`config.mk`:
```
export PLATFORM = sky130hd
export DESIGN_NAME = tile_rect_copy
export DESIGN_NICKNAME = d
export VERILOG_FILES = /design/src/rtl/tile_copy_pkg.sv /design/src/rtl/rect_walker.sv /design/src/rtl/copy_fsm.sv /design/src/rtl/tile_rect_copy.sv
export SDC_FILE = /design/constraint.sdc
export NUM_CORES = 1
export LEC_CHECK = 0
export BUFFER_PORTS_ARGS = -buffer_cell sky130_fd_sc_hd__buf_2
export CORE_UTILIZATION = 54
export DETAILED_ROUTE_END_ITERATION = 8
export HOLD_SLACK_MARGIN = 0.08
export PLACE_DENSITY = 0.75
export SYNTH_ARGS = -nofsm -noshare
export SYNTH_HDL_FRONTEND = slang
export SYNTH_SLANG_ARGS = --single-unit
```
`constraint.sdc`:
```
create_clock -name clk -period 10.15 [get_ports clk]
set_input_delay 0.5075 -clock clk [delete_from_list [all_inputs] [get_ports clk]]
set_output_delay 0.5075 -clock clk [all_outputs]
set_load 0.01 [all_outputs]
```
`src/rtl/tile_copy_pkg.sv`:
```
package tile_copy_pkg;

  localparam int CALC_W = 32;

  typedef enum logic [1:0] {
    ST_IDLE    = 2'd0,
    ST_RD_REQ  = 2'd1,
    ST_RD_WAIT = 2'd2,
    ST_WR      = 2'd3
  } copy_state_e;

  // Byte offset of pixel (x, y) in the swizzled tiled surface.
  function automatic logic [CALC_W-1:0] tiled_offset(
    input logic [CALC_W-1:0] x,
    input logic [CALC_W-1:0] y,
    input logic [CALC_W-1:0] pitch_bytes
  );
    logic [CALC_W-1:0] tiles_per_row;
    logic [CALC_W-1:0] band;
    logic [CALC_W-1:0] blk;
    logic [CALC_W-1:0] off;
    logic              parity;
    tiles_per_row = pitch_bytes >> 7;
    band          = CALC_W'(y[10:4]);
    blk           = band * tiles_per_row + (x >> 5);
    parity        = tiles_per_row[0] ? blk[0] : (blk[0] ^ y[4]);
    off           = (blk >> 1) << 12;
    off[11]       = parity;
    off[10:9]     = y[3:2];
    off[8]        = x[2];
    off[7:6]      = x[4:3];
    off[5]        = y[1];
    off[4]        = x[1];
    off[3]        = y[0];
    off[2]        = x[0];
    off[1:0]      = 2'b00;
    return off;
  endfunction

  // Byte offset of rectangle pixel (col, row) in the packed buffer.
  function automatic logic [CALC_W-1:0] linear_offset(
    input logic [CALC_W-1:0] col,
    input logic [CALC_W-1:0] row,
    input logic [CALC_W-1:0] width
  );
    return (row * width + col) << 2;
  endfunction

endpackage

```
`src/rtl/rect_walker.sv`:
```
module rect_walker #(
  parameter int DIM_W = 12
) (
  input  logic             clk,
  input  logic             rst_n,
  input  logic             load,
  input  logic             step,
  input  logic [DIM_W-1:0] width,
  input  logic [DIM_W-1:0] rows,
  output logic [DIM_W-1:0] col,
  output logic [DIM_W-1:0] row,
  output logic             last
);

  logic row_end;

  assign row_end = (col == width - DIM_W'(1));
  assign last    = row_end && (row == rows - DIM_W'(1));

  always_ff @(posedge clk or negedge rst_n) begin
    if (!rst_n) begin
      col <= '0;
      row <= '0;
    end else if (load) begin
      col <= '0;
      row <= '0;
    end else if (step) begin
      if (row_end) begin
        col <= '0;
        row <= row + DIM_W'(1);
      end else begin
        col <= col + DIM_W'(1);
      end
    end
  end

  AST_WALK_HOLD: assert property (@(posedge clk) disable iff (!rst_n)
    (!load && !step) |=> ($stable(col) && $stable(row)));

endmodule

```
`src/rtl/copy_fsm.sv`:
```
module copy_fsm
  import tile_copy_pkg::*;
(
  input  logic clk,
  input  logic rst_n,
  input  logic start,
  input  logic skip,
  input  logic last,
  input  logic rd_ready,
  input  logic rd_rvalid,
  input  logic wr_ready,
  output logic load,
  output logic step,
  output logic capture,
  output logic rd_valid,
  output logic wr_valid,
  output logic busy,
  output logic done
);

  copy_state_e state_q, state_d;
  logic        done_d;

  assign rd_valid = (state_q == ST_RD_REQ);
  assign wr_valid = (state_q == ST_WR);
  assign busy     = (state_q != ST_IDLE);
  assign load     = (state_q == ST_IDLE) && start && !skip;
  assign capture  = (state_q == ST_RD_WAIT) && rd_rvalid;
  assign step     = wr_valid && wr_ready;

  always_comb begin
    state_d = state_q;
    done_d  = 1'b0;
    unique case (state_q)
      ST_IDLE: begin
        if (start) begin
          if (skip) done_d  = 1'b1;
          else      state_d = ST_RD_REQ;
        end
      end
      ST_RD_REQ:  if (rd_ready) state_d = ST_RD_WAIT;
      ST_RD_WAIT: if (rd_rvalid) state_d = ST_WR;
      ST_WR: begin
        if (wr_ready) begin
          if (last) begin
            state_d = ST_IDLE;
            done_d  = 1'b1;
          end else begin
            state_d = ST_RD_REQ;
          end
        end
      end
      default: state_d = ST_IDLE;
    endcase
  end

  always_ff @(posedge clk or negedge rst_n) begin
    if (!rst_n) begin
      state_q <= ST_IDLE;
      done    <= 1'b0;
    end else begin
      state_q <= state_d;
      done    <= done_d;
    end
  end

  AST_WR_AFTER_DATA: assert property (@(posedge clk) disable iff (!rst_n)
    $rose(wr_valid) |-> $past(rd_rvalid));

endmodule

```
`src/rtl/tile_rect_copy.sv`:
```
module tile_rect_copy
  import tile_copy_pkg::*;
#(
  parameter int ADDR_W  = 32,
  parameter int DATA_W  = 32,
  parameter int DIM_W   = 12,
  parameter int PITCH_W = 16
) (
  input  logic               clk,
  input  logic               rst_n,
  input  logic               start,
  input  logic               cfg_retile,
  input  logic               cfg_writeback,
  input  logic               cfg_flip,
  input  logic [ADDR_W-1:0]  cfg_tiled_base,
  input  logic [ADDR_W-1:0]  cfg_linear_base,
  input  logic [PITCH_W-1:0] cfg_pitch,
  input  logic [DIM_W-1:0]   cfg_height,
  input  logic [DIM_W-1:0]   cfg_org_x,
  input  logic [DIM_W-1:0]   cfg_org_y,
  input  logic [DIM_W-1:0]   cfg_width,
  input  logic [DIM_W-1:0]   cfg_rows,
  output logic               busy,
  output logic               done,
  output logic               rd_valid,
  input  logic               rd_ready,
  output logic [ADDR_W-1:0]  rd_addr,
  input  logic               rd_rvalid,
  input  logic [DATA_W-1:0]  rd_rdata,
  output logic               wr_valid,
  input  logic               wr_ready,
  output logic [ADDR_W-1:0]  wr_addr,
  output logic [DATA_W-1:0]  wr_data
);

  // Latched setup
  logic               retile_q, flip_q;
  logic [ADDR_W-1:0]  tbase_q, lbase_q;
  logic [PITCH_W-1:0] pitch_q;
  logic [DIM_W-1:0]   height_q, ox_q, oy_q, width_q, rows_q;
  logic [DATA_W-1:0]  data_q;

  // Events between the pieces
  logic             load, step, capture, last, skip;
  logic [DIM_W-1:0] col, row;
  logic [DIM_W-1:0] view_row, surf_row, surf_col;
  logic [ADDR_W-1:0] tiled_addr, linear_addr;

  assign skip = (cfg_width == '0) || (cfg_rows == '0) || (cfg_retile && !cfg_writeback);

  always_ff @(posedge clk or negedge rst_n) begin
    if (!rst_n) begin
      retile_q <= 1'b0;
      flip_q   <= 1'b0;
      tbase_q  <= '0;
      lbase_q  <= '0;
      pitch_q  <= '0;
      height_q <= '0;
      ox_q     <= '0;
      oy_q     <= '0;
      width_q  <= '0;
      rows_q   <= '0;
    end else if (load) begin
      retile_q <= cfg_retile;
      flip_q   <= cfg_flip;
      tbase_q  <= cfg_tiled_base;
      lbase_q  <= cfg_linear_base;
      pitch_q  <= cfg_pitch;
      height_q <= cfg_height;
      ox_q     <= cfg_org_x;
      oy_q     <= cfg_org_y;
      width_q  <= cfg_width;
      rows_q   <= cfg_rows;
    end
  end

  always_ff @(posedge clk or negedge rst_n) begin
    if (!rst_n)       data_q <= '0;
    else if (capture) data_q <= rd_rdata;
  end

  rect_walker #(.DIM_W(DIM_W)) walker_i (
    .clk   (clk),
    .rst_n (rst_n),
    .load  (load),
    .step  (step),
    .width (width_q),
    .rows  (rows_q),
    .col   (col),
    .row   (row),
    .last  (last)
  );

  copy_fsm fsm_i (
    .clk       (clk),
    .rst_n     (rst_n),
    .start     (start),
    .skip      (skip),
    .last      (last),
    .rd_ready  (rd_ready),
    .rd_rvalid (rd_rvalid),
    .wr_ready  (wr_ready),
    .load      (load),
    .step      (step),
    .capture   (capture),
    .rd_valid  (rd_valid),
    .wr_valid  (wr_valid),
    .busy      (busy),
    .done      (done)
  );

  // Coordinate mapping
  assign view_row = oy_q + row;
  assign surf_row = flip_q ? (height_q - DIM_W'(1) - view_row) : view_row;
  assign surf_col = ox_q + col;

  assign tiled_addr  = tbase_q + ADDR_W'(tiled_offset(CALC_W'(surf_col), CALC_W'(surf_row),
                                                      CALC_W'(pitch_q)));
  assign linear_addr = lbase_q + ADDR_W'(linear_offset(CALC_W'(col), CALC_W'(row),
                                                       CALC_W'(width_q)));

  assign rd_addr = retile_q ? linear_addr : tiled_addr;
  assign wr_addr = retile_q ? tiled_addr  : linear_addr;
  assign wr_data = data_q;

  AST_RD_HOLD: assert property (@(posedge clk) disable iff (!rst_n)
    (rd_valid && !rd_ready) |=> (rd_valid && $stable(rd_addr)));
  AST_WR_HOLD: assert property (@(posedge clk) disable iff (!rst_n)
    (wr_valid && !wr_ready) |=> (wr_valid && $stable(wr_addr) && $stable(wr_data)));
  AST_ONE_ACCESS: assert property (@(posedge clk) disable iff (!rst_n)
    !(rd_valid && wr_valid));
  AST_DONE_PULSE: assert property (@(posedge clk) disable iff (!rst_n)
    done |=> !done);
  AST_DONE_NOT_BUSY: assert property (@(posedge clk) disable iff (!rst_n)
    done |-> !busy);
  AST_WALK_BOUNDS: assert property (@(posedge clk) disable iff (!rst_n)
    busy |-> ((col < width_q) && (row < rows_q)));

endmodule

```
== Word level (Yosys, flattened, before mapping) ==
Cells that the tools add are included.
Cells by class
  order comparisons: 0
  bitwise gates (word level): 1
  multiplexer cells: 22
  reduce and logical (&&, ||, !) cells: 18
  $add $sub $neg: 12
  divide/modulo/power cells: 0
  shifts and indexed selects: 0
  eq/ne operators: 10
  multipliers: 2
Operators with widths (count)
  two-way mux 12 bit: 6
  two-way mux 32 bit: 2
  adder 32 x 27 -> 32 bit: 1
  adder 32 x 28 -> 32 bit: 1
  adder 24 x 12 -> 25 bit: 1
  adder 12 x 1 -> 12 bit (second input constant): 2
  == test 12 bit: 2
  zero test 12 bit: 2
  multiplier 12 x 12 -> 24 bit: 1
  subtractor 12 x 1 -> 12 bit (second input constant): 2
  adder 16 x 7 -> 17 bit: 1
  multiplier 7 x 9 -> 16 bit: 1
  adder 12 bit: 1
  adder 11 bit: 1
  two-way mux 11 bit: 1
  subtractor 11 x 1 -> 11 bit (second input constant): 1
  subtractor 11 bit: 1
  two-way mux 2 bit: 5
  != test 2 bit (second input constant): 4
  case mux 2 bit (4 select lines): 1
  logical AND 1 bit: 6
  two-way mux 1 bit: 6
  nonzero test 2 bit: 3
  AND reduction 5 bit: 1
  other kinds (9): 12
Storage, ports and cells
  bits in latches: 0
  bits in writable memories: 0
  register bits after elaboration: 199
  memories: 0
  input bits: 181
  bits in read-only memories: 0
  logic and storage cells: 80
  output and inout bits: 100

== Longest topological paths before layout ==
Gate-level depths: netlist of the first run.
  depth after elaboration: 9
  mapped depth: 40
  gate-level depth less buffers: 39

== Cells and area by module ==
A second synthesis of the first run with hierarchy kept.
Unflattened totals
  cell total of the unflattened synthesis: 2221
  area, all modules: 21060.2 um^2
By module, submodules not included
  tile_rect_copy: area each 18705.4 um^2, cells each 1946, sequential area each 4129.0 um^2, instances 1
  rect_walker: area each 2063.2 um^2, cells each 245, sequential area each 600.6 um^2, instances 1
  copy_fsm: area each 291.5 um^2, cells each 30, sequential area each 75.1 um^2, instances 1

== Worst setup path before layout of the first run ==
OpenSTA, ideal clock, no wires.
  path type: register -> output
  from: reg walker_i.row[1]
  to: out rd_addr[28]
  path buffers: 3
  data required time: 9.643 ns
  stages on the path, launching flop included: 38
  setup slack: 0.870 ns
  arrival time: 8.773 ns
  cells stage by stage: dfrtp_1 -> ha_1 -> a21o_1 -> a21oi_1 -> o21bai_1 -> a21oi_1 -> o21ai_0 -> a31o_2 -> clkbuf_1 -> clkbuf_1 -> xnor2_1 -> ha_1 -> a21o_1 -> a41oi_1 -> mux2i_1 -> xnor2_1 -> and2_1 -> fa_1 -> [... 2 more ...] -> fa_1 -> fa_1 -> inv_1 -> ha_1 -> a21o_1 -> a31o_2 -> a21oi_1 -> xnor2_1 -> ha_1 -> clkbuf_1 -> nand2_1 -> o21ai_0 -> o41ai_1 -> o211ai_1 -> a31o_2 -> a2111oi_0 -> nor4_1 -> a21o_1
On the way
  word-level cells in the longest chain between the ends: 9
  elaborated cells between the ends (all ways): 12
  those cells by class: 6 x add/sub; 2 x mul; 3 x mux; 1 x bitwise
Ends and longest elaborated chain
  start, declared: RTL line rect_walker.sv:11  | output logic [DIM_W-1:0] row,
  start signal, assigned: RTL line rect_walker.sv:30  | row <= row + DIM_W'(1);
  adder 11 bit: RTL line tile_rect_copy.sv:113  | assign view_row = oy_q + row;
  subtractor 11 bit: RTL line tile_rect_copy.sv:114  | assign surf_row = flip_q ? (height_q - DIM_W'(1) - view_row) : view_row;
  two-way mux 11 bit: RTL line tile_rect_copy.sv:114
  multiplier 7 x 9 -> 16 bit: RTL line tile_copy_pkg.sv:25  | blk = band * tiles_per_row + (x >> 5);
  adder 16 x 7 -> 17 bit: RTL line tile_copy_pkg.sv:25
  bitwise XOR 1 bit: RTL line tile_copy_pkg.sv:26  | parity = tiles_per_row[0] ? blk[0] : (blk[0] ^ y[4]);
  two-way mux 1 bit: RTL line tile_copy_pkg.sv:26
  adder 32 x 28 -> 32 bit: RTL line tile_rect_copy.sv:117  | assign tiled_addr = tbase_q + ADDR_W'(tiled_offset(CALC_W'(surf_col), CALC_W'(surf_row),
  two-way mux 32 bit (*): RTL line tile_rect_copy.sv:122  | assign rd_addr = retile_q ? linear_addr : tiled_addr;
  end, declared: RTL line tile_rect_copy.sv:27  | output logic [ADDR_W-1:0] rd_addr,
Every way passes the cells marked *; elsewhere a longest branch is shown, timed or not.

== Final worst setup path of the first run ==
  from: reg oy_q[1]
  to: out rd_addr[31]
On the way
  word-level cells in the longest chain between the ends: 9
Ends and longest elaborated chain
  start, declared: RTL line tile_rect_copy.sv:40  | logic [DIM_W-1:0] height_q, ox_q, oy_q, width_q, rows_q;
  start signal, assigned: RTL line tile_rect_copy.sv:71  | oy_q <= cfg_org_y;
  adder 11 bit (*): RTL line tile_rect_copy.sv:113
  subtractor 11 bit: RTL line tile_rect_copy.sv:114
  two-way mux 11 bit (*): RTL line tile_rect_copy.sv:114
  multiplier 7 x 9 -> 16 bit: RTL line tile_copy_pkg.sv:25
  adder 16 x 7 -> 17 bit: RTL line tile_copy_pkg.sv:25
  bitwise XOR 1 bit: RTL line tile_copy_pkg.sv:26
  two-way mux 1 bit: RTL line tile_copy_pkg.sv:26
  adder 32 x 28 -> 32 bit (*): RTL line tile_rect_copy.sv:117
  two-way mux 32 bit (*): RTL line tile_rect_copy.sv:122
Marks and branches as above.

==> results.json, run 1 <==
{
  "cts.root.buffer_cell": "clkbuf_16",
  "die_x_um": 200,
  "synthArstFlopShare": 1.00,
  "drc": 0,
  "slowest_delay_ns": 0.55,
  "cp.arrival_ns": 9.32,
  "nNetsFinal": 3277,
  "area_growth_syn_to_layout_pct": 12.9,
  "yosys_warnings": 0,
  "cap_violations": 0,
  "setup-tns-final_ns": 0,
  "cts_buffer_depth": 2,
  "ys_top_cells_by_area": "dfrtp_1, fa_1, ha_1",
  "fill_cells": 3336,
  "syn_inst": 2527,
  "overflow": 0,
  "dpl.hpwl_um": 46000,
  "dieArea_mm2": 0.0398,
  "slew_violations": 0,
  "initial_core_util": 0.554,
  "drt_iter0_drc": 1173,
  "clk_pin_slew_ns": 0.07,
  "yosysTopAreaCellShare": 0.228,
  "cts_sinks": 192,
  "syn_nets": 3073,
  "wl_per_cell_um": 18.4,
  "crit_required_ns": 9.64,
  "setup_viol": 0,
  "slew_headroom": 0.237,
  "max_freq_ghz": 0.102,
  "dr_total_vias": 18500,
  "tightest_slew_ns": 1.14,
  "grt_pass1_vias": 18100,
  "netlist-cell-type-count": 70,
  "synth-seq-cells": 192,
  "hp-class": "input pin to asynchronous set/reset pin",
  "timing.final.crit_period_ns": 9.82,
  "finalCritPeriodShare": 0.968,
  "synth_edf_count": 0,
  "worstSetupPathType": "register to output port",
  "final_cell_area_mm2": 0.0238,
  "slowest_stage": "fa_1",
  "viasPerCell": 5.69,
  "cts_hold_buf": 0,
  "crit_path_start_kind": "register",
  "synth_top_area_cell": "dfrtp_1",
  "avgSynthCellArea_um2": 8.34,
  "hold_slack_ns": 0.153,
  "place_area_mm2": 0.0228,
  "gp_congestion": 0.938,
  "synthTopCellsByCount": "nand2_1, inv_1, ha_1",
  "port_buffers": 271,
  "rows": 71,
  "firstDrtPassIters": 5,
  "track_usage": 0.306,
  "ant_nets": 0,
  "synth.most_common_cell": "nand2_1",
  "cts_buffers": 17,
  "drive_gt1_frac": 0.169,
  "netlist_area_mm2": 0.0211,
  "boundaryPins": 281,
  "antenna_found_initial": 1,
  "seq_area_mm2": 0.00481,
  "cp-end-kind": "output port",
  "clock_skew_ns": 0.0137,
  "yosys_most_used_dff": "dfrtp_1",
  "insertion_delay_ns": 0.50,
  "multi_input_area_mm2": 0.0152,
  "drt_wl_total_um": 59800,
  "die-height_um": 200,
  "grt_max_degree": 120,
  "fin_util": 0.626,
  "ys_seq_area_frac": 0.228,
  "cts_tree": "built",
  "core_mm2": 0.0380,
  "htreeDepth": 4,
  "outcome": "completed",
  "crit_fanout": 5,
  "grt_first_pass_wirelength_um": 93800,
  "hold_viol_final": 0
}
[per-layer routing]
layer | vias up | wire length [um] | GRT usage
li1 | 8732 | - | -
met1 | 9088 | 25400 | 0.401
met2 | 614 | 29200 | 0.512
met3 | 100 | 3340 | 0.0446
met4 | 0 | 1800 | 0.113
met5 | - | 0 | 0
[worst max-delay path, delay by kind of cell, from the launching register on]
kind | cells | cell delay, ns
AND/OR/NAND/NOR | 3 | 0.37
flip-flops | 1 | 0.42
multiplexers | 2 | 0.43
XOR/XNOR | 4 | 0.81
adder cells (fa/ha/maj) | 8 | 3.23
buffers and inverters | 3 | 0.30
AO/OA/AOI/OAI | 16 | 3.27
[layout make-up]
cell class	count	area share
sequential	192	0.202
clock buffer	20	0.0192
multi-input combinational	1969	0.638
inverter	244	0.0385
clock inverter	12	0.00626
tap	511	0.0269
antenna	1	0.000105
timing repair buffer	307	0.0687
[state kept, by name, summed over array words and instances (netlist names)]
name / flops
flip_q: 1
fsm_i.done: 1
fsm_i.state_q: 2
height_q: 11
lbase_q: 32
ox_q: 12
oy_q: 11
pitch_q: 9
retile_q: 1
rows_q: 12
tbase_q: 32
walker_i.col: 12
walker_i.row: 12
width_q: 12
wr_data: 32
[metrics by stage]
step | cells | setup WS (ns)
4_1_cts | 3247 | 0.0129
3_3_place_gp | 3213 | 0.241
3_5_place_dp | 3213 | 0.0107
5_1_grt | 3256 | -0.0960
6_report | 3256 | 0.325
2_1_floorplan | 2527 | 0.870
[final timing paths]
path | slack, ns | cells past startpoint | to | start
worst min register to register | 0.49 | 2 | lbase_q[25] | lbase_q[25]
worst max-delay path | 0.33 | 36 | rd_addr[31] | oy_q[1]
worst max register to register | 6.17 | 10 | walker_i.row[7] | width_q[0]
min in group clk | 0.19 | 3 | oy_q[7] | cfg_org_y[7]
max in group asynchronous | 8.43 | 2 | width_q[3] | rst_n
worst min-delay path | 0.15 | 1 | lbase_q[0] | rst_n
[layout by cell type (no fill, tap or decap), types with 38 or more instances in the layout]
master / netlist / routed
buf_2: 6 / 270
a21oi_1: 92 / 84
nor2b_1: 45 / 45
nor2_1: 78 / 76
o21ai_0: 89 / 85
nand2_1: 609 / 609
and2_1: 60 / 59
xor2_1: 52 / 51
ha_1: 207 / 201
a21o_1: 38 / 38
mux2_2: 56 / 56
nand3_1: 63 / 59
xnor2_1: 96 / 91
dfrtp_1: 192 / 191
inv_1: 243 / 243
fa_1: 158 / 156
[cells by family (layout without fill, tap and decap cells)]
group                      after synthesis  in the layout  share of synthesized area
xor gates and xnor gates               148            148                     0.0615
and+or+nand+nor                       1020           1020                      0.221
muxes                                   78             78                     0.0404
other                                    0              1                          0
adders and majority gates              365            365                      0.273
AOI/OAI and AO/OA                      358            358                      0.109
buffers and inverters                  366            583                     0.0666
DFF                                    192            192                      0.228
[repair_timing]
item	CTS	global route
gates resized for setup	13	49
pin swaps	4	25
setup buffers	2	8
gates cloned	0	0
endpoints found under the setup margin	12	20
Power of run 1 is not shown: default switching activity piles up to over one toggle a cycle in this logic, so the estimate is an artifact.
==> inputs of run 2 (changes only) <==
--- a/config.mk
+++ b/config.mk
@@ -10,6 +10,8 @@
 export DETAILED_ROUTE_END_ITERATION = 8
 export HOLD_SLACK_MARGIN = 0.08
 export PLACE_DENSITY = 0.75
+export RECOVER_POWER = 25
 export SYNTH_ARGS = -nofsm -noshare
 export SYNTH_HDL_FRONTEND = slang
 export SYNTH_SLANG_ARGS = --single-unit
+export TNS_END_PERCENT = 50
==> run 2 against run 1 <==
The run now ends with max-capacitance violations, max-slew violations left. Register-to-register slack hardly changed. Flip-flop and latch count stayed put. First-iteration DRC count is 1.6% lower. Setup slack worse by 0.022 ns. Fmax is 0.23% lower. Final cell count stayed put. Largest cell class unchanged.
==> results.json, run 2 (synthesis gave the netlist of run 1 again) <==
{
  "slowest_delay_ns": 0.55,
  "clk_pin_slew_ns": 0.08,
  "insertion_delay_ns": 0.50,
  "max_freq_ghz": 0.102,
  "crit_path_start_kind": "register",
  "fin_util": 0.626,
  "wl_per_cell_um": 18.4,
  "setup-tns-final_ns": 0,
  "slew_headroom": -3.44,
  "dr_total_vias": 18500,
  "ant_nets": 0,
  "initial_core_util": 0.554,
  "outcome": "finished with violations",
  "slowest_stage": "fa_1",
  "cp-end-kind": "output port",
  "grt_max_degree": 120,
  "slew_violations": 120,
  "overflow": 0,
  "cap_violations": 1,
  "finalCritPeriodShare": 0.970,
  "firstDrtPassIters": 5,
  "violations": "max-capacitance violations, max-slew violations",
  "track_usage": 0.306,
  "clock_skew_ns": 0.0133,
  "cts_tree": "built",
  "die_x_um": 200,
  "hold_viol_final": 0,
  "final_common_cell": "nand2_1",
  "nNetsFinal": 3277,
  "timing.final.crit_period_ns": 9.85,
  "cts_sinks": 192,
  "setup_viol": 0,
  "dieArea_mm2": 0.0398,
  "htreeDepth": 4,
  "rows": 71,
  "crit_required_ns": 9.64,
  "dpl.hpwl_um": 46000,
  "gp_congestion": 0.938,
  "grt_pass1_vias": 18100,
  "cts_buffer_depth": 2,
  "cp.arrival_ns": 9.34,
  "layout.cells.most_common_list": "nand2_1, buf_2, inv_1",
  "viasPerCell": 5.69,
  "area_growth_syn_to_layout_pct": 12.9,
  "antenna_found_initial": 1,
  "drt_wl_total_um": 59800,
  "grt_first_pass_wirelength_um": 93800,
  "cts.root.buffer_cell": "clkbuf_16",
  "die-height_um": 200,
  "worstSetupPathType": "register to output port",
  "drc": 0,
  "drt_iter0_drc": 1154,
  "hp-class": "input pin to register",
  "port_buffers": 271,
  "core_mm2": 0.0380,
  "tightest_slew_ns": 6.66,
  "crit_fanout": 5,
  "cts_buffers": 17,
  "boundaryPins": 281,
  "drive_gt1_frac": 0.168,
  "cts_hold_buf": 0
}
[run 2: changes by cell type in the layout (fill, tap and decap cells not counted), sizes merged]
cell,previous run,this run
buf,306,303
clkbuf,21,24
[run 2: final timing paths]
kind / from / to / depth (start not counted) / slack, ns
max: oy_q[1] / rd_addr[31] / 36 / 0.30
min: cfg_org_y[7] / oy_q[7] / 3 / 0.19
max reg2reg: width_q[0] / walker_i.row[7] / 10 / 6.18
min reg2reg: lbase_q[25] / lbase_q[25] / 2 / 0.49
max in group asynchronous: rst_n / retile_q / 1 / 3.47
min in group asynchronous: rst_n / lbase_q[0] / 1 / 2.49
[run 2: what timing repair did]
item / 4_1_cts / 5_1_grt
gates resized for setup: 13 / 49
pin swaps: 4 / 25
buffers inserted: 2 / 8
setup endpoints to repair: 12 / 20
[run 2: cell type report]
class / instances / area (um2)
timing repair buffer: 307 / 1620
multi-input combinational: 1969 / 15200
clock inverter: 12 / 149
clock buffer: 20 / 457
fill: 3339 / 14200
antenna: 1 / 2.50
tap: 511 / 639
sequential: 192 / 4810
inverter: 244 / 916
[run 2: routing by layer]
layer | up-vias | GRT usage | part of all wire
met5 | - | 0 | 0
li1 | 8733 | - | -
met4 | 0 | 0.113 | 0.029
met3 | 93 | 0.0446 | 0.057
met2 | 606 | 0.512 | 0.49
met1 | 9100 | 0.401 | 0.42
[run 2: worst max-delay path, delay by kind of cell (launching register included)]
family	cells	cell delay, ns
compound gates	16	3.27
fa+ha+maj	8	3.23
xor+xnor	4	0.83
mux	2	0.44
flops	1	0.42
simple gates	3	0.37
buf+inv	3	0.30
[run 2: through the flow]
step | instances | hold slack, ns | worst slack [ns] | area (um2)
final | 3256 | 0.193 | 0.303 | 23800
after global routing | 3256 | 0.190 | -0.0960 | 23800
after CTS | 3247 | 0.168 | 0.0129 | 23500
after detailed placement | 3213 | 0.470 | 0.0107 | 22800
after global placement | 3213 | 0.468 | 0.241 | 22800
after floorplan | 2527 | 0.212 | 0.870 | 21100
Power of run 2 is left out for the same reason.
